[config.mk]
export PLATFORM = sky130hd
export DESIGN_NAME = acc_cpu24
export DESIGN_NICKNAME = d
export VERILOG_FILES = /design/src/rtl/acc_cpu_pkg.sv /design/src/rtl/acc_cpu_addr_gen.sv /design/src/rtl/acc_cpu_alu.sv /design/src/rtl/acc_cpu24.sv
export SDC_FILE = /design/constraint.sdc
export NUM_CORES = 1
export LEC_CHECK = 0
export ABC_AREA = 1
export BUFFER_PORTS_ARGS = -buffer_cell sky130_fd_sc_hd__buf_2
export CORE_MARGIN = 10
export CORE_UTILIZATION = 25
export DETAILED_ROUTE_END_ITERATION = 10
export SLEW_MARGIN = 20
export SYNTH_ARGS = -nofsm -noshare
export SYNTH_HDL_FRONTEND = slang
export SYNTH_HIERARCHICAL = 1
export SYNTH_SLANG_ARGS = --single-unit
[constraint.sdc]
create_clock -name clk -period 3.4 [get_ports clk]
set_input_delay 0.85 -clock clk [delete_from_list [all_inputs] [get_ports clk]]
set_output_delay 0.85 -clock clk [all_outputs]
set_load 0.01 [all_outputs]
[src/rtl/acc_cpu_pkg.sv]
`timescale 1ns/1ps
// Package: shared opcode values, condition-code and sequencer state types
// for the accumulator processor. Assumes 8-bit opcodes.
package acc_cpu_pkg;
    localparam int OPC_W = 8;

    localparam logic [OPC_W-1:0] OP_LOAD_ACC  = 8'h00;
    localparam logic [OPC_W-1:0] OP_LOAD_IDX  = 8'h04;
    localparam logic [OPC_W-1:0] OP_LOAD_LNK  = 8'h08;
    localparam logic [OPC_W-1:0] OP_STOR_ACC  = 8'h0C;
    localparam logic [OPC_W-1:0] OP_STOR_IDX  = 8'h10;
    localparam logic [OPC_W-1:0] OP_STOR_LNK  = 8'h14;
    localparam logic [OPC_W-1:0] OP_ADD       = 8'h18;
    localparam logic [OPC_W-1:0] OP_SUB       = 8'h1C;
    localparam logic [OPC_W-1:0] OP_CMP       = 8'h28;
    localparam logic [OPC_W-1:0] OP_BR_EQ     = 8'h30;
    localparam logic [OPC_W-1:0] OP_BR_GT     = 8'h34;
    localparam logic [OPC_W-1:0] OP_BR_LT     = 8'h38;
    localparam logic [OPC_W-1:0] OP_CALL      = 8'h48;
    localparam logic [OPC_W-1:0] OP_RET       = 8'h4C;
    localparam logic [OPC_W-1:0] OP_LOAD_BYTE = 8'h50;
    localparam logic [OPC_W-1:0] OP_STOR_BYTE = 8'h54;
    localparam logic [OPC_W-1:0] OP_DEV_IN    = 8'hD8;
    localparam logic [OPC_W-1:0] OP_DEV_OUT   = 8'hDC;
    localparam logic [OPC_W-1:0] OP_DEV_POLL  = 8'hE0;

    typedef enum logic [1:0] {
        CC_EQ = 2'b00,
        CC_LT = 2'b01,
        CC_GT = 2'b10
    } cc_t;

    typedef enum logic [2:0] {
        S_FREQ,   // fetch: request instruction byte
        S_FCAP,   // fetch: capture instruction byte
        S_EXEC,   // decode / single-cycle execute
        S_RREQ,   // operand: request data byte
        S_RCAP,   // operand: capture data byte
        S_WRITE,  // store: write one byte per cycle
        S_HALT    // stopped on an unknown opcode
    } state_t;
endpackage

[src/rtl/acc_cpu_addr_gen.sv]
`timescale 1ns/1ps
// Target-address generator: address field, optionally plus the index
// register's low bits. Assumes the sum wraps at the address width.
module acc_cpu_addr_gen #(
    parameter int ADDR_W = 15
) (
    input  logic [ADDR_W-1:0] field,
    input  logic              use_idx,
    input  logic [ADDR_W-1:0] idx_lo,
    output logic [ADDR_W-1:0] target
);
    // Add the index offset when the index flag is set; the carry out is dropped.
    always_comb begin
        target = field + (use_idx ? idx_lo : '0);
    end
endmodule

[src/rtl/acc_cpu_alu.sv]
`timescale 1ns/1ps
// Arithmetic unit: add/subtract modulo 2^W and a signed three-way compare.
// Assumes two's-complement operands.
module acc_cpu_alu import acc_cpu_pkg::*; #(
    parameter int W = 24
) (
    input  logic [W-1:0] a,
    input  logic [W-1:0] b,
    input  logic         sub,
    output logic [W-1:0] result,
    output cc_t          rel
);
    // Sum or difference, truncated to W bits.
    always_comb begin
        result = sub ? (a - b) : (a + b);
    end

    // Signed relation of a to b.
    always_comb begin
        if ($signed(a) < $signed(b))      rel = CC_LT;
        else if (a == b)                  rel = CC_EQ;
        else                              rel = CC_GT;
    end
endmodule

[src/rtl/acc_cpu24.sv]
`timescale 1ns/1ps
// Top: multicycle accumulator processor. Fetches 3-byte instructions a byte
// at a time from a synchronous memory with one cycle of read latency,
// executes word/byte moves, arithmetic, compare, jumps, call/return and
// polled device I/O. Assumes WORD_W = OPC_W + 1 + ADDR_W.
module acc_cpu24 import acc_cpu_pkg::*; #(
    parameter int WORD_W = 24,
    parameter int ADDR_W = 15,
    parameter int BYTE_W = 8,
    parameter int DEV_W  = 8
) (
    input  logic              clk,
    input  logic              rst_n,
    output logic [ADDR_W-1:0] mem_addr,
    output logic              mem_rd,
    output logic              mem_wr,
    output logic [BYTE_W-1:0] mem_wdata,
    input  logic [BYTE_W-1:0] mem_rdata,
    output logic [DEV_W-1:0]  dev_sel,
    output logic              dev_rd,
    output logic              dev_wr,
    output logic [BYTE_W-1:0] dev_wdata,
    input  logic              dev_ready,
    input  logic [BYTE_W-1:0] dev_rdata,
    output logic              halted
);
    localparam int WORD_BYTES = WORD_W / BYTE_W;
    localparam int CNT_W      = $clog2(WORD_BYTES);
    localparam logic [CNT_W-1:0] CNT_LAST = CNT_W'(WORD_BYTES - 1);

    state_t                state;
    logic [CNT_W-1:0]      cnt;
    logic [WORD_W-1:0]     ir, acc, idx, lnk;
    logic [WORD_W-BYTE_W-1:0] dbuf;
    logic [ADDR_W-1:0]     pc;
    cc_t                   cc;

    logic [OPC_W-1:0]      op;
    logic [ADDR_W-1:0]     ta, cnt_ext;
    logic                  byte_op, last_byte;
    logic [WORD_W-1:0]     word_in, alu_res, src_word, src_shift;
    cc_t                   alu_rel;

    assign op      = ir[WORD_W-1 -: OPC_W];
    assign byte_op = (op == OP_LOAD_BYTE) || (op == OP_STOR_BYTE);
    assign cnt_ext = {{(ADDR_W-CNT_W){1'b0}}, cnt};
    assign word_in = {dbuf, mem_rdata};

    acc_cpu_addr_gen #(.ADDR_W(ADDR_W)) u_agen (
        .field   (ir[ADDR_W-1:0]),
        .use_idx (ir[ADDR_W]),
        .idx_lo  (idx[ADDR_W-1:0]),
        .target  (ta)
    );

    acc_cpu_alu #(.W(WORD_W)) u_alu (
        .a      (acc),
        .b      (word_in),
        .sub    (op == OP_SUB),
        .result (alu_res),
        .rel    (alu_rel)
    );

    // Last operand byte: one byte for byte ops, a full word otherwise.
    always_comb begin
        last_byte = byte_op ? (cnt == '0) : (cnt == CNT_LAST);
    end

    // Pick the register to store and align the current byte to the bottom.
    always_comb begin
        case (op)
            OP_STOR_IDX: src_word = idx;
            OP_STOR_LNK: src_word = lnk;
            default:     src_word = acc;
        endcase
        src_shift = src_word >> (BYTE_W * (WORD_BYTES - 1 - int'(cnt)));
    end

    // Memory and device port drive from the sequencer state.
    always_comb begin
        mem_rd    = (state == S_FREQ) || (state == S_RREQ);
        mem_wr    = (state == S_WRITE);
        mem_addr  = (state == S_FREQ) ? pc + cnt_ext : ta + cnt_ext;
        mem_wdata = byte_op ? acc[BYTE_W-1:0] : src_shift[BYTE_W-1:0];
        dev_sel   = ta[DEV_W-1:0];
        dev_rd    = (state == S_EXEC) && (op == OP_DEV_IN);
        dev_wr    = (state == S_EXEC) && (op == OP_DEV_OUT);
        dev_wdata = acc[BYTE_W-1:0];
        halted    = (state == S_HALT);
    end

    // Sequencer and architectural registers.
    always_ff @(posedge clk) begin
        if (!rst_n) begin
            state <= S_FREQ;
            cnt   <= '0;
            ir    <= '0;
            dbuf  <= '0;
            acc   <= '0;
            idx   <= '0;
            lnk   <= '0;
            pc    <= '0;
            cc    <= CC_EQ;
        end else begin
            case (state)
                S_FREQ: state <= S_FCAP;
                S_FCAP: begin
                    ir <= {ir[WORD_W-BYTE_W-1:0], mem_rdata};
                    if (cnt == CNT_LAST) begin
                        cnt   <= '0;
                        pc    <= pc + ADDR_W'(WORD_BYTES);
                        state <= S_EXEC;
                    end else begin
                        cnt   <= cnt + 1'b1;
                        state <= S_FREQ;
                    end
                end
                S_EXEC: begin
                    state <= S_FREQ;
                    case (op)
                        OP_LOAD_ACC, OP_LOAD_IDX, OP_LOAD_LNK, OP_ADD,
                        OP_SUB, OP_CMP, OP_LOAD_BYTE:
                            state <= S_RREQ;
                        OP_STOR_ACC, OP_STOR_IDX, OP_STOR_LNK, OP_STOR_BYTE:
                            state <= S_WRITE;
                        OP_BR_EQ: if (cc == CC_EQ) pc <= ta;
                        OP_BR_GT: if (cc == CC_GT) pc <= ta;
                        OP_BR_LT: if (cc == CC_LT) pc <= ta;
                        OP_CALL: begin
                            lnk <= {{(WORD_W-ADDR_W){1'b0}}, pc};
                            pc  <= ta;
                        end
                        OP_RET:      pc <= lnk[ADDR_W-1:0];
                        OP_DEV_POLL: cc <= dev_ready ? CC_LT : CC_EQ;
                        OP_DEV_IN:   acc[BYTE_W-1:0] <= dev_rdata;
                        OP_DEV_OUT:  ;
                        default:     state <= S_HALT;
                    endcase
                end
                S_RREQ: state <= S_RCAP;
                S_RCAP: begin
                    dbuf <= word_in[WORD_W-BYTE_W-1:0];
                    if (last_byte) begin
                        cnt   <= '0;
                        state <= S_FREQ;
                        case (op)
                            OP_LOAD_ACC:  acc <= word_in;
                            OP_LOAD_IDX:  idx <= word_in;
                            OP_LOAD_LNK:  lnk <= word_in;
                            OP_ADD, OP_SUB: acc <= alu_res;
                            OP_CMP:       cc  <= alu_rel;
                            default:      acc[BYTE_W-1:0] <= mem_rdata;
                        endcase
                    end else begin
                        cnt   <= cnt + 1'b1;
                        state <= S_RREQ;
                    end
                end
                S_WRITE: begin
                    if (last_byte) begin
                        cnt   <= '0;
                        state <= S_FREQ;
                    end else begin
                        cnt   <= cnt + 1'b1;
                    end
                end
                default: state <= S_HALT;
            endcase
        end
    end

    // PC has moved one instruction on, the cycle after the last fetch byte.
    p_pc_step_r2: assert property (@(posedge clk) disable iff (!rst_n)
        (state == S_FCAP && cnt == CNT_LAST) |=> (pc == $past(pc) + ADDR_W'(WORD_BYTES)));

    // Device strobes are exclusive.
    p_dev_excl_r11: assert property (@(posedge clk) disable iff (!rst_n)
        !(dev_rd && dev_wr));

    // Once stopped, the block stays stopped.
    p_halt_sticky_r12: assert property (@(posedge clk) disable iff (!rst_n)
        halted |=> halted);

    // No port activity while stopped.
    p_halt_quiet_r12: assert property (@(posedge clk) disable iff (!rst_n)
        halted |-> !(mem_rd || mem_wr || dev_rd || dev_wr));

    // Memory read and write never coincide.
    p_rdwr_excl_r13: assert property (@(posedge clk) disable iff (!rst_n)
        !(mem_rd && mem_wr));
endmodule

==> results.ini <==
[status]
status=finished with violations
violations=setup timing

[logic_synthesis]
syn-instance-count=2253
ys_seq_area_share_pct=21.46
synth_top_area_share_pct=21.47
synth_ff_type=dfxtp_1
yosysTopAreaCell=nand2_1
synthTopCellsByArea=nand2_1, dfxtp_1, nor2_1
synth_edf_count=0
synth_warnings=6
syn_area_um2=12500
async_flop_share_pct=0
synth_area_per_cell_um2=5.548
ys_types=43
ys_ff_latch=134
syn-num-nets=2344

[worst_setup_path]
crit_fanout=5
ff2ff_setup_slack_ns=0.73
cp-start-kind=flop
r2r_end=acc[16]
crit_required_ns=2.55
rr_worst_depth=18
arrival_ns=2.90
crit-reg2reg-launch=acc[0]
endpoint_kind=output port
critPathKind=flop to output port

[cells_and_area]
drive_gt1_share_pct=12.74
num-fill-cells=5583
layout.cell_area.non_filler_um2=14870
multi_input_area_um2=8513
finalNetCount=2418
layout_commonest_cell=nand2_1
most-common-layout-cells=nand2_1, nor2_1, inv_1
register_area_um2=2686
num_antenna_cells=0
area_delta_synth_final_pct=18.99

[die]
start_util_pct=25.43
core_area_um2=49150
die_h_um=243.6
die_w_um=243.6
rows=81
pin_count=63
die_area_um2=59340

[timing]
layout_setup_ws_ns=-0.3472
holdWs_ns=0.4747
finalSetupViolCount=14
max_freq_ghz=0.2669
relSlewSlack_pct=26.45
rsz0062_at_grt=true
slew_violations=0
period_share_pct=110.2
skew_ns=0.01375
tightest_slew_ns=1.103
min_period_ns=3.747
hold_violations=0

[global_routing]
grt_usage_pct=15.58
grt_first_pass_wirelength_um=74090
grt_antenna_before_repair=1
use_met1_pct=21.16
grt_pass1_vias=13009
top_usage_layer=met2
grt_use_met3_pct=1.849
grt-ovfl-total=0
met2_usage_pct=25.08
grt_max_degree=114

[min_path]
min_path_cells=2
holdCritPathClass=flop to flop
whs_endpoint=ir[16]
holdCritStartpoint=ir[16]

[clocking]
numClockSinks=134
clk_latency_ns=0.43
cts_buffer_depth=2
numCtsBuffers=17
root_buffer=clkbuf_16
postCtsHoldBufs=0
htreeDepth=4
cts_tree=built
path_clk_slew_ns=0.06

[power]
power.leakage_nw=7.694
combPwrFrac_pct=35.0
power_frac_seq_pct=30.3
powerDensity_nw_per_um2=416.4
sw_frac_of_total_pct=37.69
power.net_switching_mw=2.334
p_int_mw=3.859
ir_drop_v=0.0003058
p_clk_share_pct=34.7

[drt]
vias=14077
drcViolationCount=0
routed_wl_um=47540
drt_iter0_drc=1247
wl_per_cell_um=15.83
ant_nets=0
post_drt_via_cell_ratio=4.688
drtPass1Iterations=5

[placed_design]
placed_area_um2=13750
portBuffers=62
routabilityCongestion=0.9359
detailed_place_hpwl_um=37150

[job]
cap_violations=0

[through the flow]
step,cells,setup TNS (ns),power (mW),utilization [%],setup slack [ns]
final,3003,-3.610,6.193,30.26,-0.3472
after global routing,3003,-5.926,6.526,30.26,-0.5409
after CTS,3003,-3.456,6.109,30.01,-0.3530
after detailed placement,2963,-0.3298,3.859,27.98,-0.08818
after global placement,2963,-0.2811,3.872,27.98,-0.08350
after floorplan,2253,0,3.121,-,0.01365
[power groups by stage]
stage | Clock (mW) | Sequential [mW] | Combinational, mW
after global placement | 0 | 1.89 | 1.98
after detailed placement | 0 | 1.89 | 1.97
after global routing | 2.23 | 1.89 | 2.40
after CTS | 2.16 | 1.87 | 2.08
final | 2.15 | 1.88 | 2.17
after floorplan | 0 | 1.84 | 1.28
[flip-flops by register name, summed over array words and instances (netlist names)]
signal  flops
ir         24
acc        24
cc          2
lnk        24
cnt         2
pc         15
dbuf       16
idx        24
state       3
[worst max path at each step]
stage                       from  slack, ns            to  cells past startpoint
final                     ir[15]      -0.35  mem_addr[10]                     13
after global routing      ir[15]      -0.54  mem_addr[14]                     20
after CTS                 ir[15]      -0.35  mem_addr[10]                     13
after detailed placement  ir[15]      -0.09  mem_addr[12]                     14
after global placement    ir[15]      -0.08  mem_addr[12]                     14
after floorplan           ir[15]       0.01  mem_addr[14]                     13
[layout make-up]
cell class              count  area share (%)
multi-input cells        1710           57.24
clock buffers              17           2.860
repair buffers            147           6.587
flip-flops and latches    134           18.06
inverters                 317           8.000
clock inverters            14           1.666
well taps                 664           5.586
[kinds of logic (layout without fill, tap and decap cells)]
group	after synthesis	after routing	share of synthesized area, %
xor gates and xnor gates	35	35	2.452
adders and majority gates	72	72	7.448
and+or+nand+nor	1298	1298	42.64
AOI/OAI and AO/OA	305	305	12.69
buffers and inverters	409	495	13.30
DFF	134	134	21.46
[worst max-delay path, stage by stage (launching register included)]
cell and delay [ns]:
dfxtp_2 0.34, nand2_2 0.07, inv_2 0.04, ha_4 0.15, fa_2 0.54, nand2_2 0.06, o21ai_4 0.08, inv_2 0.05
fa_2 0.36, nor3_4 0.23, buf_6 0.15, nand3b_1 0.09, xor2_1 0.15, buf_2 0.14
[per-layer routing]
| layer | vias up | wire length [um] |
|---|---|---|
| met4 | 0 | 1396 |
| met2 | 494 | 20890 |
| met3 | 81 | 3369 |
| met1 | 6352 | 21890 |
| li1 | 7150 | - |
| met5 | - | 0 |
[synthesized netlist by cell type (2+ instances only)]
library cell,number
clkbuf_1,31
buf_1,4
nor3_2,5
clkinv_1,2
o21ai_1,40
xnor2_1,4
and2_1,3
nor2_2,11
nor3_1,8
a21oi_2,2
nor2_4,3
nand4_1,23
nand2_1,715
nand2_2,7
nand3_2,3
buf_4,20
ha_1,68
o21bai_1,2
inv_1,303
nor2_1,339
a21oi_4,2
buf_2,35
nand3_1,170
nand3b_1,4
a21oi_1,94
dfxtp_1,134
xor2_1,31
inv_2,12
o21ai_0,154
o22ai_1,4
or2_2,2
o21a_1,3
nand2_4,2
fa_1,4
[timing repair]
item,4_1_cts,5_1_grt
setup endpoints to repair,14,20
resized for setup,56,31
pin swaps,15,10
buffers inserted,9,0
No activity file was read; power rests on OpenSTA's default activity.
